$ cat src/rtl/dtmr_pkg.sv
// Package: shared constants for the dual down-counting timer.
// Assumes byte addressing on a 5-bit bus with word-aligned registers.
package dtmr_pkg;
    localparam int NUM_CH  = 2;   // control word layout fixes two channels
    localparam int ADDR_W  = 5;
    localparam int CTRL_BITS_PER_CH = 2;

    localparam logic [ADDR_W-1:0] A_CTRL  = 5'h00;
    localparam logic [ADDR_W-1:0] A_CAUSE = 5'h04;
    localparam logic [ADDR_W-1:0] A_MASK  = 5'h08;
    localparam logic [ADDR_W-1:0] A_RLD0  = 5'h10;  // channel stride is 8
    localparam logic [ADDR_W-1:0] A_VAL0  = 5'h14;
    localparam int CH_STRIDE = 8;

    typedef struct packed {
        logic run;
        logic autoreload;
    } ch_ctrl_t;
endpackage

$ cat src/rtl/dtmr_channel.sv
// Module: one down counter with reload and one-shot behaviour.
// Assumes load_we is a single-cycle write strobe; a load wins over counting.
module dtmr_channel #(
    parameter int DW = 32
) (
    input  logic          clk,
    input  logic          rst_n,
    input  logic          run,
    input  logic          autoreload,
    input  logic          load_we,
    input  logic [DW-1:0] load_data,
    input  logic [DW-1:0] reload_val,
    output logic [DW-1:0] count,
    output logic          expire
);
    logic [DW-1:0] cnt_q, cnt_d;
    logic          armed_q, armed_d;
    logic          at_zero;

    assign at_zero = (cnt_q == '0);

    // Next-count and expiry decision for this clock.
    always_comb begin
        cnt_d   = cnt_q;
        armed_d = armed_q;
        expire  = 1'b0;
        if (load_we) begin
            cnt_d   = load_data;
            armed_d = 1'b1;
        end else if (run) begin
            if (!at_zero) begin
                cnt_d = cnt_q - 1'b1;
            end else if (autoreload) begin
                cnt_d   = reload_val;
                armed_d = 1'b1;
                expire  = 1'b1;
            end else if (armed_q) begin
                armed_d = 1'b0;
                expire  = 1'b1;
            end
        end
    end

    // Count and arm-flag registers.
    always_ff @(posedge clk) begin
        if (!rst_n) begin
            cnt_q   <= '0;
            armed_q <= 1'b0;
        end else begin
            cnt_q   <= cnt_d;
            armed_q <= armed_d;
        end
    end

    assign count = cnt_q;

    AST_DECREMENT: assert property (@(posedge clk) disable iff (!rst_n)
        (run && !load_we && count != '0) |=> count == $past(count) - 1'b1);
    AST_FROZEN: assert property (@(posedge clk) disable iff (!rst_n)
        (!run && !load_we) |=> $stable(count));
    AST_RELOAD_ON_ZERO: assert property (@(posedge clk) disable iff (!rst_n)
        (run && !load_we && count == '0 && autoreload) |=> count == $past(reload_val));
    AST_ONESHOT_HOLD: assert property (@(posedge clk) disable iff (!rst_n)
        (run && !load_we && count == '0 && !autoreload) |=> count == '0);
    AST_LOAD_TAKES: assert property (@(posedge clk) disable iff (!rst_n)
        load_we |=> count == $past(load_data));
    AST_LOAD_NO_EXPIRE: assert property (@(posedge clk) disable iff (!rst_n)
        load_we |-> !expire);
endmodule

$ cat src/rtl/dtmr_cause.sv
// Module: cause bits with write-zero-to-clear and the masked interrupt.
// Assumes clr_we is a single-cycle strobe; a fresh expiry beats a clear.
module dtmr_cause #(
    parameter int NCH = 2
) (
    input  logic           clk,
    input  logic           rst_n,
    input  logic [NCH-1:0] expire,
    input  logic           clr_we,
    input  logic [NCH-1:0] clr_data,
    input  logic [NCH-1:0] mask,
    output logic [NCH-1:0] cause,
    output logic           irq
);
    logic [NCH-1:0] cause_q, cause_d, keep;

    // Bits written as zero drop, bits written as one stay.
    always_comb begin
        keep    = clr_we ? clr_data : '1;
        cause_d = (cause_q & keep) | expire;
    end

    // Cause register.
    always_ff @(posedge clk) begin
        if (!rst_n) cause_q <= '0;
        else        cause_q <= cause_d;
    end

    assign cause = cause_q;
    assign irq   = |(cause_q & mask);

    AST_MASKED_QUIET: assert property (@(posedge clk) disable iff (!rst_n)
        (mask == '0) |-> !irq);

    for (genvar g = 0; g < NCH; g++) begin : g_chk
        AST_EXPIRE_SETS: assert property (@(posedge clk) disable iff (!rst_n)
            expire[g] |=> cause[g]);
        AST_ZERO_CLEARS: assert property (@(posedge clk) disable iff (!rst_n)
            (clr_we && !clr_data[g] && !expire[g]) |=> !cause[g]);
        AST_ONE_KEEPS: assert property (@(posedge clk) disable iff (!rst_n)
            (clr_we && clr_data[g] && cause[g]) |=> cause[g]);
    end
endmodule

$ cat src/rtl/dtmr_regs.sv
// Module: register decode, control/mask/reload storage and read mux.
// Assumes reads are combinational and unmapped addresses read as zero.
module dtmr_regs
    import dtmr_pkg::*;
#(
    parameter int DW = 32
) (
    input  logic                    clk,
    input  logic                    rst_n,
    input  logic                    bus_we,
    input  logic [ADDR_W-1:0]       bus_addr,
    input  logic [DW-1:0]           bus_wdata,
    output logic [DW-1:0]           bus_rdata,
    input  logic [NUM_CH-1:0][DW-1:0] counts,
    input  logic [NUM_CH-1:0]       cause,
    output ch_ctrl_t [NUM_CH-1:0]   ctrl,
    output logic [NUM_CH-1:0][DW-1:0] reloads,
    output logic [NUM_CH-1:0]       val_we,
    output logic [NUM_CH-1:0]       mask,
    output logic                    cause_we
);
    localparam int CTRL_W = NUM_CH * CTRL_BITS_PER_CH;

    logic [CTRL_W-1:0]          ctrl_q;
    logic [NUM_CH-1:0]          mask_q;
    logic [NUM_CH-1:0][DW-1:0]  rld_q;
    logic [NUM_CH-1:0]          rld_we;

    // Per-channel address match for reload and value registers.
    for (genvar g = 0; g < NUM_CH; g++) begin : g_dec
        localparam logic [ADDR_W-1:0] A_R = ADDR_W'(int'(A_RLD0) + CH_STRIDE * g);
        localparam logic [ADDR_W-1:0] A_V = ADDR_W'(int'(A_VAL0) + CH_STRIDE * g);
        assign rld_we[g] = bus_we && (bus_addr == A_R);
        assign val_we[g] = bus_we && (bus_addr == A_V);
        assign ctrl[g].run        = ctrl_q[CTRL_BITS_PER_CH*g];
        assign ctrl[g].autoreload = ctrl_q[CTRL_BITS_PER_CH*g + 1];

        // Reload register storage for this channel.
        always_ff @(posedge clk) begin
            if (!rst_n)         rld_q[g] <= '0;
            else if (rld_we[g]) rld_q[g] <= bus_wdata;
        end
    end

    assign cause_we = bus_we && (bus_addr == A_CAUSE);

    // Control and mask register storage.
    always_ff @(posedge clk) begin
        if (!rst_n) begin
            ctrl_q <= '0;
            mask_q <= '0;
        end else if (bus_we) begin
            if (bus_addr == A_CTRL) ctrl_q <= bus_wdata[CTRL_W-1:0];
            if (bus_addr == A_MASK) mask_q <= bus_wdata[NUM_CH-1:0];
        end
    end

    assign reloads = rld_q;
    assign mask    = mask_q;

    // Read data selection.
    always_comb begin
        bus_rdata = '0;
        if (bus_addr == A_CTRL)  bus_rdata[CTRL_W-1:0] = ctrl_q;
        if (bus_addr == A_CAUSE) bus_rdata[NUM_CH-1:0] = cause;
        if (bus_addr == A_MASK)  bus_rdata[NUM_CH-1:0] = mask_q;
        for (int i = 0; i < NUM_CH; i++) begin
            if (bus_addr == ADDR_W'(int'(A_RLD0) + CH_STRIDE * i)) bus_rdata = rld_q[i];
            if (bus_addr == ADDR_W'(int'(A_VAL0) + CH_STRIDE * i)) bus_rdata = counts[i];
        end
    end

    AST_CTRL_UPPER_ZERO: assert property (@(posedge clk) disable iff (!rst_n)
        (bus_addr == A_CTRL) |-> bus_rdata[DW-1:CTRL_W] == '0);
    AST_RELOAD_WRITE: assert property (@(posedge clk) disable iff (!rst_n)
        rld_we[0] |=> reloads[0] == $past(bus_wdata));
endmodule

$ cat src/rtl/dual_down_timer.sv
// Module: top of the dual reloadable down-counting timer.
// Assumes one clock edge per tick and a single-cycle register write strobe.
module dual_down_timer
    import dtmr_pkg::*;
#(
    parameter int DW = 32
) (
    input  logic              clk,
    input  logic              rst_n,
    input  logic              bus_we,
    input  logic [ADDR_W-1:0] bus_addr,
    input  logic [DW-1:0]     bus_wdata,
    output logic [DW-1:0]     bus_rdata,
    output logic              irq
);
    ch_ctrl_t [NUM_CH-1:0]     ctrl;
    logic [NUM_CH-1:0][DW-1:0] reloads;
    logic [NUM_CH-1:0][DW-1:0] counts;
    logic [NUM_CH-1:0]         val_we;
    logic [NUM_CH-1:0]         expire;
    logic [NUM_CH-1:0]         mask;
    logic [NUM_CH-1:0]         cause;
    logic                      cause_we;

    dtmr_regs #(.DW(DW)) u_regs (
        .clk(clk), .rst_n(rst_n),
        .bus_we(bus_we), .bus_addr(bus_addr), .bus_wdata(bus_wdata),
        .bus_rdata(bus_rdata), .counts(counts), .cause(cause),
        .ctrl(ctrl), .reloads(reloads), .val_we(val_we),
        .mask(mask), .cause_we(cause_we)
    );

    for (genvar g = 0; g < NUM_CH; g++) begin : g_ch
        dtmr_channel #(.DW(DW)) u_ch (
            .clk(clk), .rst_n(rst_n),
            .run(ctrl[g].run), .autoreload(ctrl[g].autoreload),
            .load_we(val_we[g]), .load_data(bus_wdata),
            .reload_val(reloads[g]), .count(counts[g]), .expire(expire[g])
        );
    end

    dtmr_cause #(.NCH(NUM_CH)) u_cause (
        .clk(clk), .rst_n(rst_n), .expire(expire),
        .clr_we(cause_we), .clr_data(bus_wdata[NUM_CH-1:0]),
        .mask(mask), .cause(cause), .irq(irq)
    );

    AST_RESET_QUIET: assert property (@(posedge clk)
        !rst_n |=> !irq);
endmodule

$ cat config.mk
export PLATFORM = sky130hd
export DESIGN_NAME = dual_down_timer
export DESIGN_NICKNAME = d
export VERILOG_FILES = /design/src/rtl/dtmr_pkg.sv /design/src/rtl/dtmr_channel.sv /design/src/rtl/dtmr_cause.sv /design/src/rtl/dtmr_regs.sv /design/src/rtl/dual_down_timer.sv
export SDC_FILE = /design/constraint.sdc
export NUM_CORES = 1
export LEC_CHECK = 0
export BUFFER_PORTS_ARGS = -buffer_cell sky130_fd_sc_hd__buf_2
export CAP_MARGIN = 20
export CORE_ASPECT_RATIO = 1.1
export CORE_MARGIN = 2
export CORE_UTILIZATION = 45
export CTS_BUF_LIST = sky130_fd_sc_hd__clkbuf_2
export DETAILED_ROUTE_END_ITERATION = 10
export PLACE_DENSITY = 0.73
export SYNTH_ARGS = -nofsm -noshare
export SYNTH_HDL_FRONTEND = slang
export SYNTH_HIERARCHICAL = 1
export SYNTH_SLANG_ARGS = --single-unit
$ cat constraint.sdc
create_clock -name clk -period 2.5 [get_ports clk]
set_input_delay 0.125 -clock clk [delete_from_list [all_inputs] [get_ports clk]]
set_output_delay 0.125 -clock clk [all_outputs]
set_load 0.05 [all_outputs]
==> results of run 1 <==
kinds of logic after synthesis:
logic type	Yosys count	share of synthesized area
adders and majority gates	4	0.005623
AOI/OAI and AO/OA	295	0.2131
muxes	102	0.1560
buffers and inverters	107	0.05496
xor gates and xnor gates	30	0.02952
DFF	138	0.3104
and+or+nand+nor	401	0.2304
worst max-delay path: cells and delay by family (launching register included):
family,cells,cell delay [ns]
compound gates,1,0.11
flops,1,0.36
simple gates,5,2.06
synth_stat cells, types with 8 or more instances:
library cell / instances
and3_1: 12
o211ai_1: 29
o31a_1: 9
xor2_1: 15
nor2_1: 66
xnor2_1: 15
nor4_1: 17
mux4_2: 29
inv_1: 18
clkbuf_1: 58
or4_1: 9
o31ai_1: 13
a211o_1: 10
or3_1: 16
dfxtp_1: 138
nor3_1: 33
buf_2: 19
a21boi_0: 10
nand2_1: 142
a21oi_1: 91
nand4_1: 12
nand3_1: 26
a211oi_1: 8
o21ai_0: 69
and2_1: 28
mux2i_1: 69
what timing repair did:
| action | in CTS | in global routing |
|---|---|---|
| setup buffers | 7 | 1 |
| hold buffers | 48 | 0 |
| hold endpoints to repair | 136 | 0 |
| resized for setup | 24 | 61 |
| pin swaps | 9 | 19 |
| setup endpoints to repair | 31 | 42 |
| gates cloned | 2 | 2 |
placed cells by master, fill, tap and decap left out, types with 28 or more instances in the layout:
cell type      instances
nor3_1                30
o21ai_0               56
nand2_1              138
dfxtp_1              130
mux4_2                29
mux2i_1               69
o211ai_1              29
nor2_1                62
buf_2                 70
a21oi_1               84
dlygate4sd3_1         48
buf_4                101
and2_1                28
per-stage QoR:
step           TNS (ns)  instances  worst slack, ns  cell area [um2]
3_5_place_dp     -1.378       1416          -0.1255            10060
6_report        -0.7554       1508         -0.07300            11190
2_1_floorplan    -1.093       1077          -0.1524             8927
4_1_cts         -0.3555       1504         -0.06692            10950
5_1_grt          -2.064       1508          -0.1532            11190
3_3_place_gp    -0.9696       1416          -0.1074            10060
routing by layer:
layer  routed length, um  up-vias  part of all wire
met5                   0        -                 0
met4                1549        0             0.048
met3                2857      131             0.088
met2               15420      585              0.47
met1               12710     4685              0.39
li1                    -     4334                 -
worst max-delay path by stage:
| stage | startpoint | end | slack (ns) | cells after the start |
|---|---|---|---|---|
| 6_report | g_ch[1].u_ch/count[24]$_SDFFE_PN0P_ | g_ch[1].u_ch/count[11]$_SDFFE_PN0P_ | -0.07 | 6 |
| 5_1_grt | g_ch[1].u_ch/count[18]$_SDFFE_PN0P_ | g_ch[1].u_ch/count[25]$_SDFFE_PN0P_ | -0.15 | 6 |
| 4_1_cts | g_ch[1].u_ch/count[24]$_SDFFE_PN0P_ | g_ch[1].u_ch/count[11]$_SDFFE_PN0P_ | -0.07 | 6 |
| 3_5_place_dp | g_ch[1].u_ch/count[19]$_SDFFE_PN0P_ | g_ch[1].u_ch/count[11]$_SDFFE_PN0P_ | -0.13 | 6 |
| 3_3_place_gp | g_ch[1].u_ch/count[19]$_SDFFE_PN0P_ | g_ch[1].u_ch/count[11]$_SDFFE_PN0P_ | -0.11 | 6 |
| 2_1_floorplan | g_ch[1].u_ch/count[18]$_SDFFE_PN0P_ | g_ch[1].u_ch/count[11]$_SDFFE_PN0P_ | -0.15 | 8 |
power by group through the flow:
stage / combinational (W) / clock, W / sequential, W
floorplan: 0.00113 / 0 / 0.00230
global placement: 0.00174 / 0 / 0.00230
detailed placement: 0.00175 / 0 / 0.00230
CTS: 0.00192 / 0.00145 / 0.00226
global route: 0.00219 / 0.00153 / 0.00227
finish: 0.00207 / 0.00143 / 0.00226
registers in the layout (all words and copies together), names as in the netlist:
signal,cells
u_regs/mask,2
u_regs/reloads,64
u_regs/ctrl_q,4
u_cause/cause,2
g_ch.u_ch/count,64
g_ch.u_ch/armed_q,2
area by class of cell:
cell class / count / area (um2) / area share
multi-input combinational: 834 / 5933 / 0.5304
sequential: 138 / 2775 / 0.2481
timing repair buffer: 238 / 1852 / 0.1655
tap: 247 / 309.0 / 0.02763
clock inverter: 13 / 152.6 / 0.01364
clock buffer: 19 / 95.09 / 0.008500
inverter: 18 / 67.56 / 0.006040
antenna: 1 / 2.502 / 0.0002237
==> results.json, run 1 <==
{
  "rsz0062_at_grt": "yes",
  "r2r-end": "g_ch[1].u_ch/count[11]$_SDFFE_PN0P_",
  "timing.hold.ws_ns": 0.1899,
  "synth_top_flop_cell": "dfxtp_1",
  "synth_warnings": 6,
  "vias": 9735,
  "syn_avg_cell_area_um2": 8.265,
  "clockRootBuffer": "clkbuf_2",
  "crit_type": "reg -> reg",
  "vias_per_cell": 6.456,
  "synth.top_cell.area_share": 0.3104,
  "grt_use_met3": 0.05657,
  "antenna_left": 0,
  "final_util": 0.5817,
  "synth-edff-count": 0,
  "setup_viol": 17,
  "gp_congestion": 0.9670,
  "grt_most_used_layer": "met2",
  "fmax_ghz": 0.3887,
  "cp.required_ns": 3.21,
  "total_power_w": 0.005764,
  "rows": 53,
  "grt_usage": 0.2979,
  "grt_pass1_vias": 8971,
  "insertion_delay_ns": 0.76,
  "arrival_ns": 3.28,
  "fillCellCount": 1735,
  "hp-class": "in -> reg",
  "reg2reg_from": "g_ch[1].u_ch/count[24]$_SDFFE_PN0P_",
  "tightest_slew_ns": 0.8972,
  "antenna_found_initial": 1,
  "synth.area.top_cells": "dfxtp_1, mux2i_1, mux4_2, nand2_1, a21oi_1",
  "drt-total-wl_um": 32540,
  "cts_buffers": 17,
  "whs_endpoint": "u_regs/reloads[22]$_SDFFE_PN0P_",
  "synthToLayoutAreaGrowth_pct": 25.68,
  "power_frac_clock": 0.249,
  "power_frac_comb": 0.359,
  "min_path_cells": 4,
  "critPathLaunchType": "flop",
  "crit_path_max_incr_delay_ns": 0.64,
  "status": "complete, but fails checks",
  "ir_drop_mv": 0.2896,
  "syn_area_um2": 8901,
  "r2r_cells": 6,
  "synth_largest_area_cell": "dfxtp_1",
  "sw_frac_of_total": 0.3584,
  "drtPass1Iterations": 5,
  "clockBufferDepth": 2,
  "drive_gt1_frac": 0.2651,
  "die_h_um": 151.5,
  "power.internal_w": 0.003698,
  "hold_path.startpoint": "bus_wdata[22]",
  "io_pins": 73,
  "dp_hpwl_um": 22490,
  "maxSlewViolCount": 0,
  "cts_sinks": 138,
  "slew_headroom": 0.4007,
  "htreeDepth": 4,
  "grt_max_degree": 59,
  "p_switching_w": 0.002066,
  "cp_max_fo": 6,
  "grtUsageMet2": 0.5027,
  "syn_nets": 1121,
  "dieWidth_um": 138.1,
  "ys_seq_area_frac": 0.3104,
  "initial_core_util": 0.4628,
  "grt_overflow": 0,
  "cp-end-kind": "flop",
  "port_buffers": 72,
  "min_period_over_period": 1.029,
  "clk_pin_slew_ns": 0.22,
  "async_flop_share": 0,
  "finalHoldViolations": 0,
  "synthDistinctLibCells": 74,
  "drt_iter0_drc": 1001,
  "violations": "setup timing",
  "power_density_nw_per_um2": 515.2,
  "clock_skew_ns": 0.04087,
  "synth_cells": 1077,
  "crit_path_top_delay_cell": "or4_4",
  "wl_per_cell_um": 21.58,
  "maxCapViolations": 0,
  "synth_seq_cells": 138,
  "die-area_um2": 20920,
  "layout_min_cycle_time_ns": 2.573,
  "grtUsageMet1": 0.3693,
  "leakagePower_nw": 4.698,
  "r2r_setup_slack_ns": -0.07,
  "grt_pass1_wl_um": 49260,
  "remaining_drc_errors": 0,
  "core_um2": 19230,
  "setup_slack_ns": -0.07300,
  "power_frac_seq": 0.392,
  "finalNetCount": 1291,
  "cts_tree": "yes",
  "path_cells": "or4_4 -> or3_4 -> or4_4 -> and3_4 -> or3_4 -> a21oi_2"
}
Power figures use the tool's default switching activity.
==> inputs of run 2 (changes only) <==
==> constraint.sdc (replaced) <==
create_clock -name clk -period 2.5 [get_ports clk]
set_input_delay 0.625 -clock clk [delete_from_list [all_inputs] [get_ports clk]]
set_output_delay 0.625 -clock clk [all_outputs]
set_load 0.05 [all_outputs]
==> run 2 against run 1 <==
  * The run still ends with setup timing left
  * Sequential power about the same
  * Global-route usage increased by 2.8 points
  * Total power increased by 3.6%
  * Setup slack got worse by 0.17 ns
  * Count of clock-buffer cells in the layout decreased by 1
  * Largest cell class unchanged
==> results.json, run 2 (synthesis results as in run 1) <==
{
  "setup_viol": 61,
  "finalNetCount": 1331,
  "cts_hold_buf": 0,
  "cp.required_ns": 3.16,
  "cp-end-kind": "flop",
  "hold_path.startpoint": "bus_wdata[7]",
  "layout_min_cycle_time_ns": 2.741,
  "setup_slack_ns": -0.2411,
  "grt_overflow": 0,
  "status": "complete, but fails checks",
  "grt_pass1_vias": 9816,
  "die-area_um2": 20920,
  "post-place-ws_ns": -0.1564,
  "grt_pass1_wl_um": 53600,
  "clk_pin_slew_ns": 0.23,
  "cts_sinks": 138,
  "cts_tree": "yes",
  "finalHoldViolations": 0,
  "htreeDepth": 4,
  "die_h_um": 151.5,
  "placed_cells_incl_taps": 1449,
  "arrival_ns": 3.40,
  "core_um2": 19230,
  "fmax_ghz": 0.3648,
  "maxCapViolations": 0,
  "crit_type": "reg -> reg",
  "finalInstanceArea_um2": 12250,
  "wl_per_cell_um": 22.73,
  "r2r_cells": 7,
  "clock_skew_ns": 0.04773,
  "sw_frac_of_total": 0.3554,
  "fillCellCount": 1559,
  "grt_usage": 0.3263,
  "dp_hpwl_um": 23480,
  "clockRootBuffer": "clkbuf_2",
  "antenna_left": 0,
  "hp-class": "in -> reg",
  "final_cells": 1549,
  "critPathLaunchType": "flop",
  "power_frac_seq": 0.376,
  "drive_gt1_frac": 0.4026,
  "ir_drop_mv": 0.3172,
  "io_pins": 73,
  "crit_start": "g_ch[1].u_ch/count[24]$_SDFFE_PN0P_",
  "dieWidth_um": 138.1,
  "port_buffers": 72,
  "maxSlewViolCount": 0,
  "min_path_cells": 3,
  "power_frac_comb": 0.349,
  "clockBufferDepth": 2,
  "p_switching_w": 0.002123,
  "rsz0062_at_grt": "yes",
  "power_frac_clock": 0.276,
  "gp_congestion": 1.026,
  "timing.hold.ws_ns": 0.1409,
  "leakagePower_nw": 5.184,
  "power.internal_w": 0.003850,
  "insertion_delay_ns": 0.77,
  "r2r_setup_slack_ns": -0.24,
  "cts_buffers": 17,
  "remaining_drc_errors": 0,
  "drtPass1Iterations": 8,
  "most-common-layout-cells": "buf_4, nand2_1, a21oi_1",
  "power_density_nw_per_um2": 487.7,
  "total_power_w": 0.005973,
  "rows": 53,
  "vias_per_cell": 6.489,
  "place_area_um2": 10450,
  "initial_core_util": 0.4628,
  "r2r-end": "g_ch[1].u_ch/count[0]$_SDFFE_PN0P_",
  "min_period_over_period": 1.096,
  "synthToLayoutAreaGrowth_pct": 37.60,
  "grt_max_degree": 71,
  "whs_endpoint": "u_regs/reloads[7]$_SDFFE_PN0P_",
  "reg2reg_from": "g_ch[1].u_ch/count[24]$_SDFFE_PN0P_",
  "antenna_found_initial": 3,
  "cp_max_fo": 7,
  "tightest_slew_ns": 0.6724,
  "violations": "setup timing",
  "drt_iter0_drc": 1184,
  "final_common_cell": "buf_4",
  "drt-total-wl_um": 35210,
  "vias": 10050,
  "slew_headroom": 0.5517
}
==> run 2: worst max path at each step <==
| stage | endpoint | slack (ns) | depth (start not counted) |
|---|---|---|---|
| after floorplan | g_ch[1].u_ch/count[11]$_SDFFE_PN0P_ | -0.15 | 8 |
| after global routing | g_ch[1].u_ch/count[0]$_SDFFE_PN0P_ | -0.27 | 7 |
| after global placement | g_ch[1].u_ch/count[30]$_SDFFE_PN0P_ | -0.16 | 7 |
| after CTS | bus_rdata[12] | -0.16 | 4 |
| after detailed placement | g_ch[1].u_ch/count[14]$_SDFFE_PN0P_ | -0.16 | 7 |
| final | g_ch[1].u_ch/count[0]$_SDFFE_PN0P_ | -0.24 | 7 |
==> run 2: routing by layer <==
layer,track usage,routed length [um],vias up
met3,0.07260,3550,175
met4,0.1852,2001,0
met2,0.5332,16230,659
met1,0.4022,13420,4807
li1,-,-,4410
met5,0,0,-
==> run 2: layout make-up <==
| cell class | count | area (um2) | share of cell area |
|---|---|---|---|
| Clock buffer | 18 | 90.09 | 0.007355 |
| Timing Repair Buffer | 280 | 2516 | 0.2054 |
| Inverter | 18 | 67.56 | 0.005516 |
| Sequential cell | 138 | 2893 | 0.2362 |
| Multi-Input combinational cell | 832 | 6165 | 0.5033 |
| Antenna cell | 3 | 7.507 | 0.0006129 |
| Clock inverter | 13 | 200.2 | 0.01634 |
| Tap cell | 247 | 309.0 | 0.02523 |
==> run 2: power groups by stage <==
stage | logic (W) | registers (W) | clock network [W]
global route | 0.00219 | 0.00225 | 0.00175
finish | 0.00208 | 0.00224 | 0.00165
floorplan | 0.00114 | 0.00230 | 0
CTS | 0.00184 | 0.00225 | 0.00165
global placement | 0.00173 | 0.00230 | 0
detailed placement | 0.00174 | 0.00230 | 0
==> run 2: worst max-delay path: stages (launching register included) <==
cell and delay, ns:
dfxtp_2 0.38, or4_4 0.57, or3_4 0.45, or4_4 0.58
o21ai_1 0.22, buf_4 0.16, a21oi_1 0.06, a22o_1 0.23
==> run 2: repair_timing <==
| item | in CTS | in global routing |
|---|---|---|
| setup buffers | 61 | 19 |
| gates resized for setup | 244 | 81 |
| pin swaps | 23 | 28 |
| cloned | 1 | 0 |
| setup endpoints to repair | 59 | 86 |
==> run 2: stage by stage <==
step	utilization	setup TNS (ns)
after floorplan	-	-1.063
after global placement	0.5435	-1.601
after detailed placement	0.5435	-2.242
after CTS	0.6122	-5.422
after global routing	0.6366	-10.12
final	0.6369	-6.488
